File: config.mk
export PLATFORM = sky130hd
export DESIGN_NAME = lnk_tx_framer
export DESIGN_NICKNAME = d
export VERILOG_FILES = /design/src/rtl/lnk_tx_pkg.sv /design/src/rtl/lnk_tx_scr.sv /design/src/rtl/lnk_tx_crc.sv /design/src/rtl/lnk_tx_cont.sv /design/src/rtl/lnk_tx_framer.sv
export SDC_FILE = /design/constraint.sdc
export NUM_CORES = 1
export LEC_CHECK = 0
export ABC_CLOCK_PERIOD_IN_PS = 3600
export BUFFER_PORTS_ARGS = -buffer_cell sky130_fd_sc_hd__buf_2
export CORE_AREA = 4 4 128 130
export CTS_CLUSTER_DIAMETER = 150
export CTS_CLUSTER_SIZE = 10
export DETAILED_ROUTE_END_ITERATION = 6
export DIE_AREA = 0 0 132 134
export GPL_TIMING_DRIVEN = 0
export PLACE_DENSITY = 0.78
export SLEW_MARGIN = 20
export SYNTH_ARGS = -nofsm -noshare
export SYNTH_HDL_FRONTEND = slang
export SYNTH_SLANG_ARGS = --single-unit
export TNS_END_PERCENT = 30
File: constraint.sdc
create_clock -name clk -period 3.6 [get_ports clk]
set_input_delay 0.72 -clock clk [delete_from_list [all_inputs] [get_ports clk]]
set_output_delay 0.72 -clock clk [all_outputs]
set_load 0.005 [all_outputs]
File: src/rtl/lnk_tx_pkg.sv
package lnk_tx_pkg;
    localparam int DW = 32;
    localparam int KW = DW / 8;
    localparam int LW = 16;

    localparam logic [LW-1:0] SCR_SEED = 16'hFFFF;
    localparam logic [LW-1:0] SCR_TAPS = 16'hD008;
    localparam logic [DW-1:0] CRC_SEED = 32'h52325032;
    localparam logic [DW-1:0] CRC_POLY = 32'h04C11DB7;

    localparam logic [KW-1:0] K_DATA = '0;
    localparam logic [KW-1:0] K_PRIM = {{(KW-1){1'b0}}, 1'b1};

    typedef enum logic [1:0] {PR_SYNC, PR_SOF, PR_EOF, PR_CONT} prim_e;
    typedef enum logic [1:0] {FS_IDLE, FS_BODY, FS_CRC, FS_EOF} fstate_e;
    typedef enum logic [1:0] {SL_WORD, SL_PRIM, SL_CONT, SL_FILL} sel_e;

    typedef struct packed {
        logic [DW-1:0] data;
        logic [KW-1:0] ctl;
    } lane_t;

    typedef struct packed {
        logic [LW-1:0] st;
        logic [DW-1:0] word;
    } scr_t;

    function automatic logic [DW-1:0] prim_code(input prim_e p);
        case (p)
            PR_SOF:  return 32'h3737B57C;
            PR_EOF:  return 32'hD5D5B57C;
            PR_CONT: return 32'h9999AA7C;
            default: return 32'hB5B5957C;
        endcase
    endfunction

    function automatic scr_t scr_gen(input logic [LW-1:0] st);
        scr_t r;
        r.st   = st;
        r.word = '0;
        for (int b = 0; b < DW; b++) begin
            r.word[b] = r.st[LW-1];
            r.st      = {r.st[LW-2:0], ^(r.st & SCR_TAPS)};
        end
        return r;
    endfunction

    function automatic logic [DW-1:0] crc_fold(input logic [DW-1:0] c,
                                               input logic [DW-1:0] d,
                                               input logic [DW-1:0] poly);
        logic [DW-1:0] r;
        logic          fb;
        r = c;
        for (int b = DW - 1; b >= 0; b--) begin
            fb = r[DW-1] ^ d[b];
            r  = {r[DW-2:0], 1'b0} ^ (fb ? poly : '0);
        end
        return r;
    endfunction
endpackage

File: src/rtl/lnk_tx_scr.sv
module lnk_tx_scr
    import lnk_tx_pkg::*;
#(
    parameter logic [LW-1:0] INIT = SCR_SEED
) (
    input  logic          clk,
    input  logic          rst,
    input  logic          restart,
    input  logic          advance,
    output logic [DW-1:0] word
);
    logic [LW-1:0] st_q;
    scr_t          gen;

    assign gen  = scr_gen(st_q);
    assign word = gen.word;

    always_ff @(posedge clk) begin
        if (rst || restart) st_q <= INIT;
        else if (advance)   st_q <= gen.st;
    end


    lfsr_live_chk: assert property (@(posedge clk) disable iff (rst)
        st_q != '0);
endmodule

File: src/rtl/lnk_tx_crc.sv
module lnk_tx_crc
    import lnk_tx_pkg::*;
#(
    parameter logic [DW-1:0] INIT = CRC_SEED,
    parameter logic [DW-1:0] POLY = CRC_POLY
) (
    input  logic          clk,
    input  logic          rst,
    input  logic          restart,
    input  logic          update,
    input  logic [DW-1:0] din,
    output logic [DW-1:0] crc
);
    logic [DW-1:0] crc_q;

    always_ff @(posedge clk) begin
        if (rst || restart) crc_q <= INIT;
        else if (update)    crc_q <= crc_fold(crc_q, din, POLY);
    end

    assign crc = crc_q;
endmodule

File: src/rtl/lnk_tx_cont.sv
module lnk_tx_cont
    import lnk_tx_pkg::*;
#(
    parameter int RUN_W = 2
) (
    input  logic  clk,
    input  logic  rst,
    input  logic  want_prim,
    input  prim_e prim,
    output sel_e  sel
);
    localparam logic [RUN_W-1:0] RUN_ONE  = RUN_W'(1);
    localparam logic [RUN_W-1:0] RUN_TWO  = RUN_W'(2);
    localparam logic [RUN_W-1:0] RUN_FULL = RUN_W'(3);

    prim_e            last_q, last_d;
    logic [RUN_W-1:0] rep_q, rep_d;

    always_comb begin
        sel    = SL_WORD;
        last_d = last_q;
        rep_d  = rep_q;
        if (!want_prim) begin
            rep_d = '0;
        end else if (rep_q != '0 && prim == last_q) begin
            if (rep_q == RUN_ONE) begin
                sel   = SL_PRIM;
                rep_d = RUN_TWO;
            end else if (rep_q == RUN_TWO) begin
                sel   = SL_CONT;
                rep_d = RUN_FULL;
            end else begin
                sel   = SL_FILL;
            end
        end else begin
            sel    = SL_PRIM;
            last_d = prim;
            rep_d  = RUN_ONE;
        end
    end

    always_ff @(posedge clk) begin
        if (rst) begin
            last_q <= PR_SYNC;
            rep_q  <= RUN_ONE;
        end else begin
            last_q <= last_d;
            rep_q  <= rep_d;
        end
    end


    fill_needs_run_chk: assert property (@(posedge clk) disable iff (rst)
        (sel == SL_FILL) |-> ($past(want_prim) && $past(prim) == prim));
endmodule

File: src/rtl/lnk_tx_framer.sv
module lnk_tx_framer
    import lnk_tx_pkg::*;
#(
    parameter logic [LW-1:0] SCR_INIT = SCR_SEED,
    parameter logic [DW-1:0] CRC_INIT = CRC_SEED
) (
    input  logic          clk,
    input  logic          rst,
    input  logic          in_valid,
    input  logic [DW-1:0] in_data,
    input  logic          in_last,
    output logic          in_ready,
    input  logic          abort_req,
    output logic [DW-1:0] tx_data,
    output logic [KW-1:0] tx_ctl
);
    fstate_e       fs_q, fs_d;
    lane_t         lane_q, lane_d;
    prim_e         want;
    sel_e          sel;
    logic          want_prim;
    logic [DW-1:0] body_w, scr_w, crc_w;
    logic          sof_go, accept, in_frame, scr_adv;

    assign in_frame = (fs_q == FS_BODY) || (fs_q == FS_CRC);
    assign in_ready = (fs_q == FS_BODY) && !abort_req;
    assign accept   = in_ready && in_valid;
    assign sof_go   = (fs_q == FS_IDLE) && in_valid;

    always_comb begin
        fs_d      = fs_q;
        want_prim = 1'b1;
        want      = PR_SYNC;
        body_w    = '0;
        case (fs_q)
            FS_IDLE: begin
                if (in_valid) begin
                    want = PR_SOF;
                    fs_d = FS_BODY;
                end
            end
            FS_BODY: begin
                if (abort_req || !in_valid) begin
                    fs_d = FS_IDLE;
                end else begin
                    want_prim = 1'b0;
                    body_w    = in_data;
                    if (in_last) fs_d = FS_CRC;
                end
            end
            FS_CRC: begin
                if (abort_req) begin
                    fs_d = FS_IDLE;
                end else begin
                    want_prim = 1'b0;
                    body_w    = crc_w;
                    fs_d      = FS_EOF;
                end
            end
            default: begin
                want = PR_EOF;
                fs_d = FS_IDLE;
            end
        endcase
    end

    lnk_tx_cont u_cont (
        .clk       (clk),
        .rst       (rst),
        .want_prim (want_prim),
        .prim      (want),
        .sel       (sel)
    );

    assign scr_adv = (sel == SL_WORD) || (sel == SL_FILL);

    lnk_tx_scr #(.INIT(SCR_INIT)) u_scr (
        .clk     (clk),
        .rst     (rst),
        .restart (sof_go),
        .advance (scr_adv),
        .word    (scr_w)
    );

    lnk_tx_crc #(.INIT(CRC_INIT), .POLY(CRC_POLY)) u_crc (
        .clk     (clk),
        .rst     (rst),
        .restart (sof_go),
        .update  (accept),
        .din     (in_data),
        .crc     (crc_w)
    );

    always_comb begin
        case (sel)
            SL_WORD: lane_d = '{data: body_w ^ scr_w,      ctl: K_DATA};
            SL_PRIM: lane_d = '{data: prim_code(want),     ctl: K_PRIM};
            SL_CONT: lane_d = '{data: prim_code(PR_CONT),  ctl: K_PRIM};
            default: lane_d = '{data: scr_w,              ctl: K_DATA};
        endcase
    end

    always_ff @(posedge clk) begin
        if (rst) begin
            fs_q   <= FS_IDLE;
            lane_q <= '{data: prim_code(PR_SYNC), ctl: K_PRIM};
        end else begin
            fs_q   <= fs_d;
            lane_q <= lane_d;
        end
    end

    assign tx_data = lane_q.data;
    assign tx_ctl  = lane_q.ctl;


    ctl_legal_chk: assert property (@(posedge clk) disable iff (rst)
        (tx_ctl == K_DATA) || (tx_ctl == K_PRIM));


    sof_follow_chk: assert property (@(posedge clk) disable iff (rst)
        (tx_ctl == K_PRIM && tx_data == prim_code(PR_SOF))
        |=> (tx_ctl == K_DATA || tx_data == prim_code(PR_SYNC)));


    cont_prev_chk: assert property (@(posedge clk) disable iff (rst)
        (tx_ctl == K_PRIM && tx_data == prim_code(PR_CONT))
        |-> ($past(tx_ctl) == K_PRIM && $past(tx_data) != prim_code(PR_CONT)));


    abort_sync_chk: assert property (@(posedge clk) disable iff (rst)
        (in_frame && abort_req)
        |=> (tx_ctl == K_PRIM && tx_data == prim_code(PR_SYNC) && fs_q == FS_IDLE));
endmodule

==> run summary, run 1 <==
fin worst setup slack: -0.0680 ns
average size of a mapped cell: 9.79 um2
synthesized flop and latch total: 87
CTS max path bufs: 2
Worst-Margin Slew: 0.878 ns
Setup violations, final: 9
largest net degree at the start of global routing: 14
root buffer cell: clkbuf_16
r2r worst-path depth: 11
drt drc: 0
via count: 6899
Slowest-stage cell, CP: xnor3_1
Core Rows: 45
Worst Min Path Start: u_crc.crc[14]
RSZ-0062 raised after global routing: yes
antenna-violating nets left: 0
Slew Limit Fails: 0
violated checks: setup timing
Crit Path Category: input port to register
Hold Path Class: register to register
CTS Buf Count: 9
Antenna Cells: 0
beginning of the critical path: in_data[31]
die height: 134 um
Primary FF master, synth: dfxtp_1
CP Data Arrival Time: 3.90 ns
status: complete, but fails checks
H-tree Lvls: 3
drt wl/cell: 22.1 um
WHS: 0.512 ns
Fmax: 273 MHz
vias in the first global route: 6503
Tmin final: 3.67 ns
Syn-to-layout area delta: 20.2%
HPWL Detailed: 19700 um
number of synthesized flops with an enable pin: 0
First-pass DRT Iterations: 6
Gate Count Post-Synth: 862
WP data required: 3.83 ns
Worst slew margin: 0.412
initial drt markers: 826
worst skew pair latency: 0.36 ns
MaxCap Viol Count: 0
synth unique cells: 56
CTS Sinks: 87
post-synthesis sequential area ratio: 0.206
Setup crit end: u_crc.crc[12]
crit-path cells: buf_8 -> xnor2_4 -> buf_6 -> buf_4 -> xor2_1 -> xnor2_2 -> xnor2_1 -> xnor3_1 -> xnor2_1 -> xnor3_1 -> nor2_1 -> a211oi_1
Syn. warnings: 0
Port Buffers: 70
core area: 15100 um2
hold buffer count at cts: 0
drt total wl: 26000 um
Cell Area, Synth: 8440 um2
clk_skew: 0.0115 ns
Die X-Extent: 132 um
RePlAce Congestion: 1.02
CTS clk-pin slew, worst paths: 0.06 ns
Yosys top cell area share: 0.220
Via-to-Cell Ratio: 5.86
Final period util: 1.02
reg2reg end: u_crc.crc[12]
critical path launch point type: input port
flop2flop setup slack: -0.03 ns
CP Capture Type: register
Post-synth ARST share: 0
first-pass GRT wire length: 38400 um
Initial Util: 0.557
Final nets: 1036
full die area: 17700 um2
GR Util All Layers: 0.285
Hold Fails Final Rpt: 0
Yosys top cell by area: xnor2_1
leading post-synthesis cells by cell area: xnor2_1 22%, dfxtp_1 21%, xnor3_1 10%
initial antenna violation count: 0
CP Max Fanout: 5
layout cells sized above 1: 0.241
R2R Path Start: u_crc.crc[31]
slowest cell delay on critical path: 0.58 ns
Remaining Overflow, GRT: 0
I/O pin cnt: 74
CTS tree: built
[layout by cell type, fill, tap and decap left out, types with 6 or more instances in the layout]
| cell | n |
|---|---|
| nand4b_1 | 9 |
| xnor3_2 | 15 |
| ha_1 | 12 |
| xnor2_1 | 183 |
| inv_1 | 9 |
| xnor2_2 | 32 |
| nor2b_1 | 6 |
| nand3_1 | 9 |
| dfxtp_1 | 86 |
| mux2i_1 | 16 |
| o211ai_1 | 11 |
| o21ai_0 | 27 |
| xor2_1 | 47 |
| xor2_4 | 10 |
| xnor3_1 | 30 |
| xor3_2 | 6 |
| a211oi_1 | 21 |
| clkbuf_16 | 9 |
| nor3_1 | 8 |
| clkbuf_2 | 6 |
| xnor2_4 | 16 |
| a22o_1 | 27 |
| xor2_2 | 7 |
| buf_4 | 44 |
| nor2_1 | 60 |
| buf_2 | 71 |
| a21boi_0 | 9 |
| a21oi_1 | 26 |
| clkbuf_1 | 39 |
| nand2_1 | 72 |
[area by class of cell]
type / instances / area (um2)
multi-input cells: 712 / 6880
clock buffers: 11 / 253
flip-flops and latches: 87 / 1740
fillers: 1141 / 5010
clock inverters: 3 / 20.0
inverters: 10 / 38.8
well taps: 188 / 235
repair buffers: 114 / 732
plain buffers: 53 / 234
[cell usage after synthesis (3+ instances only)]
cell,count
a22oi_1,4
a211oi_1,21
xnor3_1,38
ha_1,12
xnor2_1,212
o21ai_0,27
xor2_2,7
nand2_1,72
xnor3_2,7
a21boi_0,9
a22o_1,27
nor2b_1,6
a21oi_1,27
a31oi_1,5
xor3_1,6
clkbuf_1,47
nor2_1,60
nand4b_1,9
xor2_1,54
mux2_2,4
dfxtp_1,87
a221o_1,4
nor3_1,8
xor3_2,5
o211ai_1,11
nand3_1,9
xnor2_4,9
inv_1,9
mux2i_1,16
xor2_4,3
buf_4,4
xnor2_2,10
[state kept, by name, indices dropped and copies added (netlist names)]
register	cells
tx_data	32
u_crc.crc	32
u_scr.st_q	16
fs_q	2
u_cont.last_q	2
u_cont.rep_q	2
tx_ctl	1
[per-layer routing]
metal  up-vias  routed length [um]  track usage
met1      3254                9970        0.364
met3        77                2400       0.0525
met4         0                1150        0.110
met5         -                   0            0
li1       3153                   -            -
met2       415               12500        0.481
[per-stage QoR]
step | utilization | setup TNS [ns] | instances | worst slack (ns) | cell area (um2)
3_5_place_dp | 0.599 | -18.58 | 1122 | -0.645 | 9070
4_1_cts | 0.646 | -0.132 | 1157 | -0.0920 | 9780
6_report | 0.669 | -0.377 | 1178 | -0.0680 | 10100
5_1_grt | 0.669 | -1.36 | 1178 | -0.143 | 10100
2_1_floorplan | - | -0.0854 | 864 | -0.0509 | 8480
3_3_place_gp | 0.599 | -17.89 | 1122 | -0.656 | 9070
[worst max-delay path, delay by kind of cell]
kind,cells,cell delay [ns]
and+or+nand+nor,1,0.15
xor gates and xnor gates,7,2.57
AOI/OAI and AO/OA,1,0.06
buffers and inverters,3,0.39
[worst min-delay path by stage]
stage                        to  slack, ns  cells after the start
2_1_floorplan  u_cont.last_q[1]       0.48                      2
6_report          u_crc.crc[14]       0.51                      2
5_1_grt         u_cont.rep_q[1]       0.55                      2
3_5_place_dp      u_crc.crc[14]       0.51                      2
4_1_cts           u_crc.crc[14]       0.52                      2
3_3_place_gp   u_cont.last_q[0]       0.49                      2
[repair_timing]
action | CTS | global route
pin swaps | 17 | 17
setup buffers | 21 | 23
endpoints found under the setup margin | 63 | 61
resized for setup | 41 | 33
[logic make-up (layout without fill, tap and decap cells)]
group	after synthesis	count (layout)	synth area share
adder cells (fa/ha/maj)	12	12	0.0178
XOR/XNOR	352	352	0.504
other	1	3	0.000445
multiplexers	20	20	0.0243
buffers and inverters	65	191	0.0319
AND/OR/NAND/NOR	175	175	0.0909
AO/OA/AOI/OAI	150	150	0.124
flip-flops	87	87	0.206
Power of run 1 is not shown: default switching activity piles up to over one toggle a cycle in this logic, so the estimate is an artifact.
==> run 2: changes to the inputs <==
--- a/config.mk
+++ b/config.mk
@@ -7,13 +7,12 @@
 export LEC_CHECK = 0
 export ABC_CLOCK_PERIOD_IN_PS = 3600
 export BUFFER_PORTS_ARGS = -buffer_cell sky130_fd_sc_hd__buf_2
-export CORE_AREA = 4 4 128 130
+export CORE_AREA = 4 4 161 163
 export CTS_CLUSTER_DIAMETER = 150
 export CTS_CLUSTER_SIZE = 10
 export DETAILED_ROUTE_END_ITERATION = 6
-export DIE_AREA = 0 0 132 134
+export DIE_AREA = 0 0 165 167
 export GPL_TIMING_DRIVEN = 0
-export PLACE_DENSITY = 0.78
 export SLEW_MARGIN = 20
 export SYNTH_ARGS = -nofsm -noshare
 export SYNTH_HDL_FRONTEND = slang
==> run 2 against run 1 <==
Compared with the run above:
- the flow still finishes with violations (setup timing)
- register-to-register slack improved by 0.05 ns
- sequential cell count stayed put
- count of clock-buffer cells in the layout decreased by 1
- setup slack lost 0.0067 ns
- sequential share of layout area decreased by 0.20 points
- non-clock buffer count is 17 lower
==> run summary, run 2 (same netlist as run 1, synthesis figures left out) <==
crit-path cells: buf_2 -> xnor2_4 -> xnor2_4 -> xnor2_2 -> xnor3_1 -> xnor3_2 -> xnor2_4 -> xnor3_1 -> xnor2_1 -> a21oi_1
Crit Path Category: input port to register
CTS Sinks: 87 (unchanged)
Worst slew margin: 0.490 (+0.0782)
CTS max path bufs: 2 (unchanged)
core area: 24300 um2 (+61%)
Fmax: 272 MHz (-0.18%)
Slowest-stage cell, CP: xnor3_1
R2R Path Start: u_crc.crc[13]
layout cells sized above 1: 0.232 (-0.00962)
critical path launch point type: input port
initial drt markers: 644 (-22%)
CTS tree: built
slowest cell delay on critical path: 0.51 ns (-0.07 ns)
CP Capture Type: register
status: complete, but fails checks
Core Rows: 57 (+27%)
Port Buffers: 70 (unchanged)
Fillers: 2338 (+100%)
Final nets: 1019 (-1.6%)
Hold Fails Final Rpt: 0 (unchanged)
reg2reg end: u_crc.crc[10]
Worst-Margin Slew: 0.762 ns (-0.117 ns)
worst skew pair latency: 0.36 ns (about the same)
r2r worst-path depth: 9 (-2)
drt wl/cell: 20.8 um (-6.0%)
MaxCap Viol Count: 0 (unchanged)
commonest cells after routing, fill and taps aside: 187 x xnor2_1, 86 x dfxtp_1, 71 x nand2_1, 71 x buf_2, 60 x nor2_1
HPWL Detailed: 21200 um (+7.9%)
antenna-violating nets left: 0 (unchanged)
fin worst setup slack: -0.0746 ns (-0.00669 ns)
vias in the first global route: 6619 (+1.8%)
Via-to-Cell Ratio: 5.07 (-13%)
Die X-Extent: 165 um (+25%)
CP Data Arrival Time: 3.89 ns (about the same)
Tmin final: 3.67 ns (+0.00669 ns)
setup TNS: -0.133 ns (+0.244 ns)
full die area: 27600 um2 (+56%)
Final period util: 1.02 (+0.00186)
initial antenna violation count: 1 (+1)
root buffer cell: clkbuf_16
CP Max Fanout: 5 (unchanged)
CTS Buf Count: 9 (unchanged)
Setup violations, final: 4 (-5)
Slew Limit Fails: 0 (unchanged)
flop2flop setup slack: 0.02 ns (+0.05 ns)
RSZ-0062 raised after global routing: yes
via count: 6591 (-4.5%)
largest net degree at the start of global routing: 15 (+1)
RePlAce Congestion: 0.948 (-7.4%)
CTS clk-pin slew, worst paths: 0.06 ns (about the same)
beginning of the critical path: in_data[23]
first-pass GRT wire length: 40600 um (+5.5%)
drt total wl: 27000 um (+3.7%)
Antenna Cells: 0 (unchanged)
die height: 167 um (+25%)
clk_skew: 0.0127 ns (+0.00121 ns)
First-pass DRT Iterations: 5 (-1)
H-tree Lvls: 3 (unchanged)
WP data required: 3.82 ns (about the same)
most common cell after layout, fill and taps aside: xnor2_1
violated checks: setup timing
drt drc: 0 (unchanged)
WHS: 0.514 ns (+0.00226 ns)
GR Util All Layers: 0.197 (-0.0883)
Setup crit end: u_crc.crc[10]
Hold Path Class: register to register
Initial Util: 0.347 (-0.210)
Remaining Overflow, GRT: 0 (unchanged)
Syn-to-layout area delta: 21.6%
most used cell, CP: xnor2_4
I/O pin cnt: 74 (unchanged)
==> run 2: changes by cell type in the layout (fill, tap and decap cells not counted), sizes merged <==
cell,before,now
buf,120,103
bufinv,0,2
clkinv,2,4
clkinvlp,2,0
clkbuf,56,55
inv,9,10
==> run 2: how the worst min path moves through the flow <==
stage                       end  slack, ns  cells after the start              from
6_report        u_cont.rep_q[1]       0.51                      2   u_cont.rep_q[1]
5_1_grt            u_crc.crc[5]       0.54                      2      u_crc.crc[5]
4_1_cts            u_crc.crc[5]       0.51                      2      u_crc.crc[5]
3_5_place_dp       u_crc.crc[5]       0.50                      2      u_crc.crc[5]
3_3_place_gp   u_cont.last_q[0]       0.50                      2  u_cont.last_q[0]
2_1_floorplan  u_cont.last_q[1]       0.48                      2  u_cont.last_q[1]
==> run 2: critical path, delay by kind of cell <==
family,cells,cell delay [ns]
buffers and inverters,1,0.15
AO/OA/AOI/OAI,1,0.10
XOR/XNOR,8,2.90
==> run 2: final cells by class <==
| type | instances | area, um2 | share of cell area |
|---|---|---|---|
| multi-input combinational | 712 | 6910 | 0.674 |
| buffer | 52 | 234 | 0.0228 |
| timing repair buffer | 98 | 598 | 0.0583 |
| clock buffer | 10 | 239 | 0.0233 |
| inverter | 10 | 40.0 | 0.00390 |
| tap | 324 | 405 | 0.0395 |
| sequential | 87 | 1740 | 0.170 |
| clock inverter | 6 | 83.8 | 0.00818 |
==> run 2: metal layers <==
metal	track usage	up-vias	wire (um)
met5	0	-	20
met4	0.0604	2	797
met3	0.0294	51	1930
met2	0.303	269	12000
met1	0.283	3144	12300
li1	-	3125	-
==> run 2: through the flow <==
| stage | instances | util | instance area (um2) | setup WS, ns |
|---|---|---|---|---|
| after floorplan | 864 | - | 8480 | -0.0509 |
| after global placement | 1258 | 0.380 | 9240 | -0.871 |
| after detailed placement | 1258 | 0.380 | 9240 | -0.873 |
| after CTS | 1301 | 0.416 | 10100 | -0.0362 |
| after global routing | 1299 | 0.422 | 10300 | -0.123 |
| final | 1299 | 0.422 | 10300 | -0.0746 |
==> run 2: timing repair <==
action / CTS / global route
pin swaps: 14 / 3
buffers inserted: 28 / 0
hold buffers: 0 / 0
gates cloned: 0 / 0
setup endpoints to repair: 68 / 61
gates resized for setup: 48 / 27
Power of run 2 is left out for the same reason.
==> run 3: changes to the inputs <==
--- a/config.mk
+++ b/config.mk
@@ -5,7 +5,7 @@
 export SDC_FILE = /design/constraint.sdc
 export NUM_CORES = 1
 export LEC_CHECK = 0
-export ABC_CLOCK_PERIOD_IN_PS = 3600
+export ABC_CLOCK_PERIOD_IN_PS = 3480
 export BUFFER_PORTS_ARGS = -buffer_cell sky130_fd_sc_hd__buf_2
 export CORE_AREA = 4 4 161 163
 export CTS_CLUSTER_DIAMETER = 150
@@ -13,6 +13,7 @@
 export DETAILED_ROUTE_END_ITERATION = 6
 export DIE_AREA = 0 0 165 167
 export GPL_TIMING_DRIVEN = 0
+export MAX_ROUTING_LAYER = met4
 export SLEW_MARGIN = 20
 export SYNTH_ARGS = -nofsm -noshare
 export SYNTH_HDL_FRONTEND = slang
==> constraint.sdc (replaced) <==
create_clock -name clk -period 3.48 [get_ports clk]
set_input_delay 0.696 -clock clk [delete_from_list [all_inputs] [get_ports clk]]
set_output_delay 0.696 -clock clk [all_outputs]
set_load 0.005 [all_outputs]
==> run 3 against run 2 <==
Compared with the run above:
- the flow still finishes with violations (setup timing)
- count of clock-buffer cells in the layout unchanged
- cell count increased by 1.2%
- critical path depth increased by 1
- non-clock buffer count increased by 16
- design area increased by 2.6%
- clock skew decreased by 0.0020 ns
- global-route usage increased by 0.48 points
- first-iteration DRC count decreased by 0.16%
- routed wire length increased by 1.4%
- die area unchanged
- sequential share of layout area decreased by 0.41 points
==> run summary, run 3 (same netlist as run 1, synthesis figures left out) <==
status: complete, but fails checks
violated checks: setup timing
CTS clk-pin slew, worst paths: 0.07 ns (about the same)
Worst slew margin: 0.407 (-0.0832)
CTS Buf Count: 9 (unchanged)
CTS tree: built
antenna-violating nets left: 0 (unchanged)
CP Data Arrival Time: 3.81 ns (-0.08 ns)
CP Capture Type: register
worst skew pair latency: 0.35 ns (about the same)
Worst-Margin Slew: 0.886 ns (+0.124 ns)
CTS Sinks: 87 (unchanged)
dpl cells: 1258 (unchanged)
fin worst setup slack: -0.0995 ns (-0.0249 ns)
final std cells w/o fill: 1315 (+1.2%)
Port Buffers: 70 (unchanged)
root buffer cell: clkbuf_16
CP Max Fanout: 5 (unchanged)
Final period util: 1.03
Via-to-Cell Ratio: 5.15 (+1.4%)
Final nets: 1035 (+1.6%)
HPWL Detailed: 21200 um (-0.33%)
full die area: 27600 um2 (unchanged)
commonest cells after routing, fill and taps aside: 175 x xnor2_1, 85 x dfxtp_1, 71 x nand2_1
drt wl/cell: 20.8 um (+0.19%)
critical path launch point type: input port
Tmin final: 3.58 ns
Remaining Overflow, GRT: 0 (unchanged)
clk_skew: 0.0107 ns (-0.00203 ns)
Setup violations, final: 7 (+3)
Hold Path Class: register to register
Crit Path Category: input port to register
largest net degree at the start of global routing: 15 (unchanged)
initial drt markers: 643 (-0.16%)
MaxCap Viol Count: 0 (unchanged)
Initial Util: 0.347 (unchanged)
WP data required: 3.71 ns (-0.11 ns)
drt drc: 0 (unchanged)
H-tree Lvls: 3 (unchanged)
RePlAce Congestion: 0.919 (-3.0%)
RSZ-0062 raised after global routing: yes
Fmax: 279 MHz
Core Rows: 57 (unchanged)
die height: 167 um (unchanged)
via count: 6766 (+2.7%)
Hold Fails Final Rpt: 0 (unchanged)
core area: 24300 um2 (unchanged)
CTS max path bufs: 2 (unchanged)
Die X-Extent: 165 um (unchanged)
I/O pin cnt: 74 (unchanged)
first-pass GRT wire length: 40200 um (-0.92%)
flop2flop setup slack: -0.05 ns (-0.07 ns)
most common cell after layout, fill and taps aside: xnor2_1
layout cells sized above 1: 0.262 (+0.0298)
GR Util All Layers: 0.201 (+0.00477)
Slew Limit Fails: 0 (unchanged)
initial antenna violation count: 1 (unchanged)
hold buffer count at cts: 0 (unchanged)
Syn-to-layout area delta: 24.7%
vias in the first global route: 6420 (-3.0%)
First-pass DRT Iterations: 5 (unchanged)
drt total wl: 27400 um (+1.4%)
run 3: cell types whose count changed in the layout (fill, tap and decap cells not counted), moves of 2 or more:
cell      previous run  this run
clkbuf_1            37        35
buf_2               71        68
clkbuf_4             1         4
buf_6                0         2
xor2_2               8         5
clkbuf_2             7         5
buf_4               29        47
xor2_4              10        12
xnor2_2             24        36
xnor2_1            187       175
run 3: routing by layer:
metal  track usage  wire length, um
met5             -                0
met4        0.0626              775
met3        0.0267             2100
met2         0.300            12200
met1         0.284            12200
run 3: path summary, 6_finish.rpt:
path | end | start | cells after the start
setup / recovery | u_crc.crc[7] | in_data[28] | 11
hold / removal | u_crc.crc[4] | u_crc.crc[4] | 2
setup reg to reg | u_crc.crc[7] | u_crc.crc[28] | 10
hold reg to reg | u_crc.crc[4] | u_crc.crc[4] | 2
run 3: cell type report:
class	instances	area, um2
inverter	10	38.8
buffer	51	236
timing repair buffer	115	743
clock buffer	10	239
multi-input combinational	712	7020
antenna	1	2.50
tap	324	405
sequential	87	1740
fill	2339	13800
clock inverter	5	82.6
run 3: critical path, stage by stage:
cell,delay (ns)
clkbuf_4,0.18
xor2_4,0.25
xnor3_2,0.54
buf_4,0.18
xor2_1,0.18
xnor2_2,0.38
xor3_2,0.49
xor2_4,0.26
xnor3_2,0.36
xnor2_2,0.19
a21oi_1,0.09
run 3: what timing repair did:
item	4_1_cts	5_1_grt
pin swaps	27	16
gates resized for setup	62	36
setup buffers	30	15
endpoints found under the setup margin	74	68
cloned	0	0
run 3: stage by stage:
step / utilization / TNS (ns) / area, um2 / setup WS (ns) / hold WS (ns)
6_report: 0.432 / -0.321 / 10500 / -0.0995 / 0.518
5_1_grt: 0.432 / -1.48 / 10500 / -0.175 / 0.528
4_1_cts: 0.421 / -0.0708 / 10200 / -0.0323 / 0.516
3_5_place_dp: 0.382 / -34.36 / 9290 / -0.827 / 0.505
3_3_place_gp: 0.382 / -32.89 / 9290 / -0.841 / 0.496
2_1_floorplan: - / -0.00910 / 8540 / -0.00910 / 0.481
Power of run 3 is left out for the same reason.
